===== src/rtl/tag_store_pkg.sv =====
package tag_store_pkg;
  function automatic int unsigned idx_w(int unsigned n);
    return (n < 2) ? 1 : $clog2(n);
  endfunction
endpackage


===== src/rtl/ts_way_match.sv =====
module ts_way_match #(
  parameter int unsigned WAYS  = 4,
  parameter int unsigned TAG_W = 25,
  parameter int unsigned WAY_W = 2
) (
  input  logic [WAYS-1:0][TAG_W-1:0] tags_i,
  input  logic [WAYS-1:0]            valid_i,
  input  logic [TAG_W-1:0]           tag_i,
  output logic                       hit_o,
  output logic [WAY_W-1:0]           way_o
);
  logic [WAYS-1:0] eq;

  for (genvar w = 0; w < WAYS; w++) begin : g_cmp
    assign eq[w] = valid_i[w] && (tags_i[w] == tag_i);
  end

  always_comb begin
    way_o = '0;
    for (int w = WAYS - 1; w >= 0; w--)
      if (eq[w]) way_o = WAY_W'(w);
  end

  assign hit_o = |eq;
endmodule


===== src/rtl/ts_lru.sv =====
module ts_lru #(
  parameter int unsigned SETS  = 8,
  parameter int unsigned WAYS  = 4,
  parameter int unsigned SET_W = 3,
  parameter int unsigned WAY_W = 2,
  parameter int unsigned LIM_W = 3
) (
  input  logic             clk_i,
  input  logic             rst_ni,
  input  logic             touch_i,
  input  logic [SET_W-1:0] touch_set_i,
  input  logic [WAY_W-1:0] touch_way_i,
  input  logic [SET_W-1:0] vict_set_i,
  input  logic [WAYS-1:0]  vict_valid_i,
  input  logic [LIM_W-1:0] lim_i,
  output logic [WAY_W-1:0] victim_o
);
  // age 0 = most recent; ages of a set always form a permutation
  logic [WAY_W-1:0] age_q [SETS][WAYS];

  always_ff @(posedge clk_i or negedge rst_ni) begin
    if (!rst_ni) begin
      for (int s = 0; s < SETS; s++)
        for (int w = 0; w < WAYS; w++)
          age_q[s][w] <= WAY_W'(w);
    end else if (touch_i) begin
      for (int w = 0; w < WAYS; w++) begin
        if (WAY_W'(w) == touch_way_i)
          age_q[touch_set_i][w] <= '0;
        else if (age_q[touch_set_i][w] < age_q[touch_set_i][touch_way_i])
          age_q[touch_set_i][w] <= age_q[touch_set_i][w] + 1'b1;
      end
    end
  end

  always_comb begin
    logic             found;
    logic [WAY_W-1:0] best;
    found    = 1'b0;
    best     = '0;
    victim_o = '0;
    for (int w = 0; w < WAYS; w++) begin
      if (w < int'(lim_i) && !vict_valid_i[w] && !found) begin
        victim_o = WAY_W'(w);
        found    = 1'b1;
      end
    end
    if (!found) begin
      for (int w = 0; w < WAYS; w++) begin
        if (w < int'(lim_i) && age_q[vict_set_i][w] >= best) begin
          best     = age_q[vict_set_i][w];
          victim_o = WAY_W'(w);
        end
      end
    end
  end
endmodule


===== src/rtl/ts_hit_latency.sv =====
module ts_hit_latency #(
  parameter int unsigned TIME_W   = 16,
  parameter int unsigned LAT_W    = 17,
  parameter int unsigned ACC_LAT  = 2,
  parameter int unsigned LOOK_LAT = 1
) (
  input  logic              hit_i,
  input  logic [TIME_W-1:0] ready_i,
  input  logic [TIME_W-1:0] now_i,
  output logic [LAT_W-1:0]  lat_o
);
  logic [LAT_W-1:0] wait_c;
  logic             late;

  assign late   = ready_i > now_i;
  assign wait_c = LAT_W'(ready_i - now_i);

  always_comb begin
    if (!hit_i)                              lat_o = LAT_W'(LOOK_LAT);
    else if (late && wait_c > LAT_W'(ACC_LAT)) lat_o = wait_c + LAT_W'(ACC_LAT);
    else                                     lat_o = LAT_W'(ACC_LAT);
  end
endmodule


===== src/rtl/tag_store.sv =====
module tag_store
  import tag_store_pkg::*;
#(
  parameter int unsigned ADDR_W   = 32,
  parameter int unsigned SETS     = 8,
  parameter int unsigned WAYS     = 4,
  parameter int unsigned OFFS_W   = 4,
  parameter int unsigned TIME_W   = 16,
  parameter int unsigned CNT_W    = 32,
  parameter int unsigned ACC_LAT  = 2,
  parameter int unsigned LOOK_LAT = 1,
  localparam int unsigned SET_W   = idx_w(SETS),
  localparam int unsigned WAY_W   = idx_w(WAYS),
  localparam int unsigned LIM_W   = $clog2(WAYS + 1),
  localparam int unsigned LAT_W   = TIME_W + 1
) (
  input  logic              clk_i,
  input  logic              rst_ni,
  input  logic              serial_mode_i,
  input  logic [TIME_W-1:0] now_i,
  input  logic              req_i,
  input  logic              probe_i,
  input  logic [ADDR_W-1:0] req_addr_i,
  output logic              hit_o,
  output logic [WAY_W-1:0]  hit_way_o,
  output logic [LAT_W-1:0]  lat_o,
  input  logic              ins_i,
  input  logic [ADDR_W-1:0] ins_addr_i,
  input  logic [TIME_W-1:0] ins_ready_i,
  output logic [WAY_W-1:0]  victim_way_o,
  input  logic              lim_we_i,
  input  logic [LIM_W-1:0]  lim_i,
  output logic [LIM_W-1:0]  alloc_lim_o,
  input  logic [SET_W-1:0]  rb_set_i,
  input  logic [WAY_W-1:0]  rb_way_i,
  output logic              rb_valid_o,
  output logic [ADDR_W-1:0] rb_addr_o,
  output logic [CNT_W-1:0]  tag_acc_o,
  output logic [CNT_W-1:0]  data_acc_o,
  output logic [CNT_W-1:0]  repl_cnt_o
);
  localparam int unsigned TAG_SH = OFFS_W + SET_W;
  localparam int unsigned TAG_W  = ADDR_W - TAG_SH;

  logic [TAG_W-1:0]  tag_q [SETS][WAYS];
  logic [TIME_W-1:0] rdy_q [SETS][WAYS];
  logic [WAYS-1:0]   vld_q [SETS];
  logic [LIM_W-1:0]  lim_q;
  logic [CNT_W-1:0]  tag_cnt_q, data_cnt_q, repl_q;

  logic [SET_W-1:0] req_set, ins_set;
  logic [TAG_W-1:0] req_tag, ins_tag;
  assign req_set = req_addr_i[OFFS_W +: SET_W];
  assign req_tag = req_addr_i[ADDR_W-1:TAG_SH];
  assign ins_set = ins_addr_i[OFFS_W +: SET_W];
  assign ins_tag = ins_addr_i[ADDR_W-1:TAG_SH];

  logic [WAYS-1:0][TAG_W-1:0] req_tags;
  always_comb
    for (int w = 0; w < WAYS; w++) req_tags[w] = tag_q[req_set][w];

  ts_way_match #(.WAYS(WAYS), .TAG_W(TAG_W), .WAY_W(WAY_W)) i_match (
    .tags_i (req_tags),
    .valid_i(vld_q[req_set]),
    .tag_i  (req_tag),
    .hit_o  (hit_o),
    .way_o  (hit_way_o)
  );

  ts_hit_latency #(.TIME_W(TIME_W), .LAT_W(LAT_W), .ACC_LAT(ACC_LAT),
                   .LOOK_LAT(LOOK_LAT)) i_lat (
    .hit_i  (hit_o),
    .ready_i(rdy_q[req_set][hit_way_o]),
    .now_i  (now_i),
    .lat_o  (lat_o)
  );

  logic             act_lookup, touch;
  logic [SET_W-1:0] touch_set;
  logic [WAY_W-1:0] touch_way;
  assign act_lookup = req_i && !probe_i && !ins_i;
  assign touch      = ins_i || (act_lookup && hit_o);
  assign touch_set  = ins_i ? ins_set : req_set;
  assign touch_way  = ins_i ? victim_way_o : hit_way_o;

  ts_lru #(.SETS(SETS), .WAYS(WAYS), .SET_W(SET_W), .WAY_W(WAY_W),
           .LIM_W(LIM_W)) i_lru (
    .clk_i       (clk_i),
    .rst_ni      (rst_ni),
    .touch_i     (touch),
    .touch_set_i (touch_set),
    .touch_way_i (touch_way),
    .vict_set_i  (ins_set),
    .vict_valid_i(vld_q[ins_set]),
    .lim_i       (lim_q),
    .victim_o    (victim_way_o)
  );

  // tag and ready arrays need no reset: valid bits guard them
  always_ff @(posedge clk_i) begin
    if (ins_i) begin
      tag_q[ins_set][victim_way_o] <= ins_tag;
      rdy_q[ins_set][victim_way_o] <= ins_ready_i;
    end
  end

  logic [CNT_W-1:0] lim_ext, tag_inc, data_inc;
  logic             lim_ok;
  assign lim_ext = CNT_W'(lim_q);
  assign lim_ok  = (lim_i != '0) && (lim_i <= LIM_W'(WAYS));

  always_comb begin
    tag_inc  = '0;
    data_inc = '0;
    if (ins_i) begin
      tag_inc  = CNT_W'(1);
      data_inc = CNT_W'(1);
    end else if (act_lookup) begin
      tag_inc  = lim_ext;
      data_inc = serial_mode_i ? CNT_W'(hit_o) : lim_ext;
    end
  end

  always_ff @(posedge clk_i or negedge rst_ni) begin
    if (!rst_ni) begin
      for (int s = 0; s < SETS; s++) vld_q[s] <= '0;
      lim_q      <= LIM_W'(WAYS);
      tag_cnt_q  <= '0;
      data_cnt_q <= '0;
      repl_q     <= '0;
    end else begin
      if (ins_i) begin
        vld_q[ins_set][victim_way_o] <= 1'b1;
        if (vld_q[ins_set][victim_way_o]) repl_q <= repl_q + 1'b1;
      end
      if (lim_we_i && lim_ok) lim_q <= lim_i;
      tag_cnt_q  <= tag_cnt_q + tag_inc;
      data_cnt_q <= data_cnt_q + data_inc;
    end
  end

  assign rb_valid_o  = vld_q[rb_set_i][rb_way_i];
  assign rb_addr_o   = (ADDR_W'(tag_q[rb_set_i][rb_way_i]) << TAG_SH)
                     | (ADDR_W'(rb_set_i) << OFFS_W);
  assign alloc_lim_o = lim_q;
  assign tag_acc_o   = tag_cnt_q;
  assign data_acc_o  = data_cnt_q;
  assign repl_cnt_o  = repl_q;
endmodule


===== config.mk =====
export PLATFORM = sky130hd
export DESIGN_NAME = tag_store
export DESIGN_NICKNAME = d
export VERILOG_FILES = /design/src/rtl/tag_store_pkg.sv /design/src/rtl/ts_way_match.sv /design/src/rtl/ts_lru.sv /design/src/rtl/ts_hit_latency.sv /design/src/rtl/tag_store.sv
export SDC_FILE = /design/constraint.sdc
export NUM_CORES = 2
export LEC_CHECK = 0
export BUFFER_PORTS_ARGS = -buffer_cell sky130_fd_sc_hd__buf_2
export CAP_MARGIN = 5
export CORE_MARGIN = 3
export CORE_UTILIZATION = 50
export CTS_BUF_LIST = sky130_fd_sc_hd__clkbuf_2 sky130_fd_sc_hd__clkbuf_4 sky130_fd_sc_hd__clkbuf_8
export DETAILED_ROUTE_END_ITERATION = 16
export MAX_ROUTING_LAYER = met4
export PLACE_DENSITY = 0.67
export SETUP_SLACK_MARGIN = 0.2
export SLEW_MARGIN = 40
export SYNTH_ARGS = -nofsm -noshare
export SYNTH_HDL_FRONTEND = slang
export SYNTH_SLANG_ARGS = --single-unit

===== constraint.sdc =====
create_clock -name clk_i -period 19.8 [get_ports clk_i]
set_input_delay 0 -clock clk_i [delete_from_list [all_inputs] [get_ports clk_i]]
set_output_delay 0 -clock clk_i [all_outputs]
set_load 0.02 [all_outputs]

======== Yosys cells after proc, flatten, opt, wreduce, memory -nomap -nowiden ========
Memories as Yosys holds them, arrays and structs flattened.
Index checks and enable logic that the tools add are counted.
operators by class
  add/sub/neg operators ................... 9
  order comparisons ....................... 29
  equality and inequality tests ........... 7
  multiplexer cells ....................... 93
  bitwise gates (word level) .............. 18
  reduce and logical (&&, ||, !) cells .... 39
operators by type and width
  operator                                                          number
  64-bit two-way mux                                                12
  64-bit AND                                                        4
  64-bit bitwise mux                                                4
  64-bit inverter                                                   4
  25-bit equality test                                              4
  100-bit two-way mux                                               1
  8-bit demux with 3-bit select                                     4
  25-bit two-way mux                                                3
  32-bit adder                                                      2
  25-bit binary-select mux with 2-bit select                        1
  25-bit demux with 2-bit select                                    1
  8-bit binary-select mux with 3-bit select                         2
  16-bit two-way mux                                                3
  2-bit two-way mux                                                 21
  8-bit two-way mux                                                 5
  4-bit binary-select mux with 3-bit select                         3
  17-bit two-way mux                                                2
  32-bit by 1-bit adder with 32-bit output (second input constant)  1
  16-bit binary-select mux with 2-bit select                        1
  16-bit demux with 2-bit select                                    1
  4-bit two-way mux                                                 8
  32-bit bitwise OR                                                 1
  32-bit by 7-bit bitwise OR with 32-bit output                     1
  1-bit logical AND                                                 25
  33 further kinds                                                  81
word-level totals
  register bits ........................... 195
  bits in writable memories ............... 1312
  bits of input ports ..................... 111
  output and inout bits ................... 154
  word-level logic and storage cells ...... 241
  memories kept ........................... 2
memories
  name   depth  width  rd ports  clocked after memory_dff  write ports  RTL line         text
  tag_q  8      100    2         0                         1            tag_store.sv:45  logic [TAG_W-1:0] tag_q [SETS][WAYS];
  rdy_q  8      64     1         0                         1            tag_store.sv:46  logic [TIME_W-1:0] rdy_q [SETS][WAYS];

======== Depth between registers and ports, before layout ========
  word-level depth ........................ 49
  depth in mapped cells ................... 39
  mapped depth without buffers ............ 34

======== Hierarchy ========
A second synthesis with hierarchy kept.
unflattened totals
  cell total of the unflattened synthesis .. 3595
  area, all modules ....................... 69223.9 um^2
by module, submodules not included
  module          times used  cells each  area each (um^2)  seq. area each (um^2)
  tag_store       1           2809        62012.0           42677.2
  ts_lru          1           416         4409.2            1641.6
  ts_hit_latency  1           224         1602.8            0.0
  ts_way_match    1           146         1199.9            0.0

======== Least setup slack after synthesis ========
Ideal clock, no wire load.
  kind .................................... input to register
  start ................................... input ins_addr_i[4]
  end ..................................... memory rdy_q[0][32] in the netlist's numbering, enable pin
  library setup time ...................... 440 ps
  arrival time ............................ 6717 ps
  required time ........................... 19360 ps
  path slack .............................. 12642 ps
  cell stages on the path ................. 29
  buffers on the path ..................... 4
  cell sequence ........................... clkbuf_1 -> clkbuf_1 -> nand2_1 -> or2_2 -> clkbuf_1 -> o22ai_1 -> nor2_1 -> nand2_1 -> inv_1 -> ha_1 -> a21o_1 -> nor2b_1 -> mux2i_1 -> ha_1 -> nand2b_1 -> a21oi_1 -> nor2_1 -> nor2_1 -> a21oi_1 -> ha_1 -> nand2b_1 -> a21oi_1 -> a21oi_1 -> o22ai_1 -> a21oi_1 -> inv_1 -> or2_2 -> clkbuf_1 -> nor2_1
between the ends
  longest elaborated chain between the ends .. 27
  elaborated cells between the ends (all ways) .. 54
  those cells by class .................... order compare (6); mux (27); bitwise (2); reduce/logical (19)
ends and longest elaborated chain
  item                                                                                                                      RTL line                                     text
  from (decl)                                                                                                               tag_store.sv:28                              input logic [ADDR_W-1:0] ins_addr_i,
  3-bit inverter with 4-bit output (not written as such) *                                                                  ts_lru.sv:50, ts_lru.sv:51, tag_store.sv:94
  branches (longest 19 deep; another with 2-bit by 1-bit greater-or-equal comparator with 1-bit output)                     n/a
  2-bit two-way mux *                                                                                                       ts_lru.sv:48                                 if (!found) begin
  via victim_way_o[0]                                                                                                       tag_store.sv:30                              output logic [WAY_W-1:0] victim_way_o,
  2-bit inverter with 3-bit output (not written as such) *                                                                  tag_store.sv:103                             rdy_q[ins_set][victim_way_o] <= ins_ready_i;
  3-bit greater-or-equal comparator (not written as such) or 3-bit by 1-bit < comparator with 1-bit output (tied branches)  tag_store.sv:103
  1-bit logical AND (not written as such)                                                                                   tag_store.sv:103
  16-bit two-way mux (not written as such)                                                                                  tag_store.sv:103
  16-bit demux with 2-bit select *                                                                                          tag_store.sv:103
  64-bit two-way mux (not written as such) *                                                                                tag_store.sv:103
  to (decl)                                                                                                                 tag_store.sv:46
Mark *: on every way through the listed nets, which the timed path passes. The select of a mux whose other input is x is not followed.

======== Worst setup path after layout ========
  start ................................... input req_addr_i[5]
  end ..................................... output lat_o[9]
between the ends
  longest elaborated chain between the ends .. 18
  elaborated cells between the ends (all ways) .. 30
  those cells by class .................... add/sub (2); order compare (2); eq/ne (4); mux (12); bitwise (2); reduce/logical (6); memory (2)
ends and longest elaborated chain
  item                                                         RTL line              text
  from (decl)                                                  tag_store.sv:23       input logic [ADDR_W-1:0] req_addr_i,
  branches (longest 17 deep; another with memory 8 x 100 bit)  n/a
  17-bit two-way mux *                                         ts_hit_latency.sv:19  if (!hit_i) lat_o = LAT_W'(LOOK_LAT);
  to (decl)                                                    tag_store.sv:26       output logic [LAT_W-1:0] lat_o,
Every way passes the cells marked *. The select of a mux whose other input is x is not followed.

==> out/results.txt <==
status = completed
Slew headroom = 39.50%
clock share of power = 34.2%
Port Buf Inserts = 252
sequential area share after synthesis = 64.28%
TNS Setup = 0 ns
first-pass GRT wire length = 290,500 µm
vias per inst = 6.599
synth cell count leaders = edfxtp_1 (1,312), mux4_2 (581), mux2i_1 (192)
drt first pass iters = 5
WL final = 201,900 µm
Final Hold Viols = 0
area of the multi-input gates = 23,780 µm²
number of antenna violations at the first check in global routing = 20
Die Height = 377.3 µm
# fillers = 10,240
number of synthesized flops with an enable pin = 1,312
Post-synth top flop = edfxtp_1
register area = 44,320 µm²
Num CTS Buffers = 241
DIE WIDTH = 377.3 µm
synthesis-to-finish area growth = 13.83%
Net Switching = 2.215 mW
Root Buffer = clkbuf_8
critical path startpoint = req_addr_i[5]
worst reg2reg path endpoint = i_lru.age_q[30]
worst vdd ir = 0.00006975 V
routed len/inst = 32.56 µm
Clock Latency Late Sink = 0.96 ns
# hold bufs at CTS = 64
RR Startpoint = i_lru.age_q[22]
Post-Syn Area per Cell = 18.35 µm²
total placed instance area = 72,730 µm²
crit path launch type = primary input
r2r setup slk = 12.44 ns
largest fanout on the critical path = 37
Critical Path Most Common Cell = buf_4
placed cells = 5,669
post-synth top area share = 57.15%
critical path class = primary input to output port
Yosys reg bits = 1,507
# nets final = 4,349
WP data required = 19.80 ns
Synth area leader = edfxtp_1
clock sink total = 1,507
Worst Path Arrival = 9.84 ns
Reg power frac = 48.8%
mapped cell area = 68,940 µm²
Syn. warnings = 0
cell row count = 135
ys async rst share = 12.94%
combinational group share of total power = 17.0%
vias in the first global route = 40,670
worst reg2reg path depth = 29
Post-Layout Inst Area = 78,480 µm²
Slew @ Worst Pin = 0.9075 ns
post-CTS sizing = 0
Yosys cell types = 85
switching share of power = 28.11%
unrepaired setup endpoints after global routing = no
drc violations = 0
# H-tree levels = 4
Internal = 5.666 mW
maximum root-to-sink buffer count = 3
minimum clock period = 9.839 ns
Initial Util = 50.64%
Core Area = 136,100 µm²
Worst Setup End Kind = output port
Pwr Density = 100.4 nW/µm²
top-level port count = 265
Overflow after GRT = 0
detailed placer's ending HPWL = 119,700 µm
post-CTS setup buffers = 0
crit path to = lat_o[9]
count leader, synth = edfxtp_1
pin count of the biggest net entering global routing = 98
GP Congestion = 0.9640
share of layout cells above drive strength 1 = 34.12%
Final setup viols = 0
all-layer global routing usage = 29.32%
Leakage = 26.89 nW
Tcrit/Tclk final = 49.69%
total die area = 142,400 µm²
final setup skew = 0.04689 ns
Antenna Nets Post-Route = 0
Finished Layout Cells = 6,201
Post-Synthesis Cells = 3,757
CTS tree = yes
top cells by area, synth = edfxtp_1 (57%), mux4_2 (19%), dfrtp_1 (5.9%)
starting DRC count in detailed routing = 5,449
clock-pin slew on the worst setup and hold paths = 0.06 ns
vias = 40,920
Hold/Removal Path Class = primary input to flop
Slew Limit Fails = 0
max-cap viol count = 0
fmax = 101.6 MHz
slowest CP cell = buf_4
Largest stage delay, worst path = 0.73 ns
## placed cells by master, fill, tap and decap left out, drive strengths merged, types with 10 or more instances in the layout
cell type    instances
inv                 57
a21oi               29
buf                347
diode               15
nor2b               20
nand2              108
nor3                34
mux4               582
and3                31
a32o                11
xor2                46
or4                 12
dfrtp              162
or2                 44
a21o                16
and2                10
o2bb2ai             24
edfxtp            1312
clkbuf             321
nor4                24
a22oi               53
ha                  35
o22ai               39
clkinv             104
mux2i              192
dfstp               33
a22o                44
o21ai               41
nand3               64
nor2               153
nand2b              12
mux2                46
xnor2              154
dlygate4sd3         62
nand4               26
## through the flow
stage,utilization [%],hold WS [ns],setup WS [ns],power [mW]
global route,57.63,0.08225,9.327,8.177
detailed placement,53.42,0.01097,9.833,5.208
global placement,53.13,0.001530,9.708,5.179
CTS,57.50,0.001247,9.787,7.906
finish,57.64,0.09207,9.961,7.881
floorplan,-,-0.2956,12.64,4.698
## layout make-up
class	count	share of cell area [%]
Clock inverter	128	1.153
Tap cell	1781	2.840
Multi-Input combinational cell	1993	30.30
Sequential cell	1507	56.47
Timing Repair Buffer	410	3.882
Inverter	47	0.2248
Clock buffer	320	5.078
Antenna cell	15	0.04783
## cell families (layout without fill, tap and decap cells)
logic type               after synthesis  after routing  share of synthesized area, %
adder cells (fa/ha/maj)               38             38                        0.7223
AO/OA/AOI/OAI                        343            343                         3.757
flip-flops                          1507           1507                         64.28
multiplexers                         820            820                         22.56
XOR/XNOR                             200            200                         2.541
AND/OR/NAND/NOR                      588            588                         4.414
other                                  1             19                      0.005439
buffers and inverters                260            905                         1.720
## flip-flops by register name (all words and copies together) (netlist names)
register     count
tag_q          800
rdy_q          512
i_lru.age_q     64
data_acc_o      32
repl_cnt_o      32
tag_acc_o       32
vld_q           32
alloc_lim_o      3
## power by group through the flow
stage	registers (mW)	logic, mW	clock network [mW]
after floorplan	3.88	0.814	0
after global placement	3.90	1.28	0
after detailed placement	3.90	1.30	0
after CTS	3.84	1.32	2.74
after global routing	3.86	1.42	2.89
final	3.85	1.34	2.70
## worst min-delay path by stage
stage,start,to,slack (ns),cells past startpoint
after CTS,ins_addr_i[20],tag_q[0][13],0.001,2
after global routing,ins_ready_i[10],rdy_q[5][10],0.08,2
after detailed placement,rst_ni,alloc_lim_o[0],0.01,1
after floorplan,rst_ni,alloc_lim_o[0],-0.30,0
after global placement,rst_ni,alloc_lim_o[0],0.002,1
final,ins_addr_i[20],tag_q[4][63],0.09,2
## worst max-delay path: cells and delay by family
family	cells	cell delay (ns)
multiplexers	1	0.42
AO/OA/AOI/OAI	9	2.91
adder cells (fa/ha/maj)	1	0.29
XOR/XNOR	1	0.23
buffers and inverters	7	2.86
AND/OR/NAND/NOR	12	2.95
## metal layers
metal	global-route usage (%)	routed length, µm	up-vias
met5	-	0	-
met4	9.686	6411	0
met3	6.243	20490	386
met2	44.15	95280	2456
met1	40.31	79740	21540
li1	-	-	16530
Power figures use the tool's default switching activity.
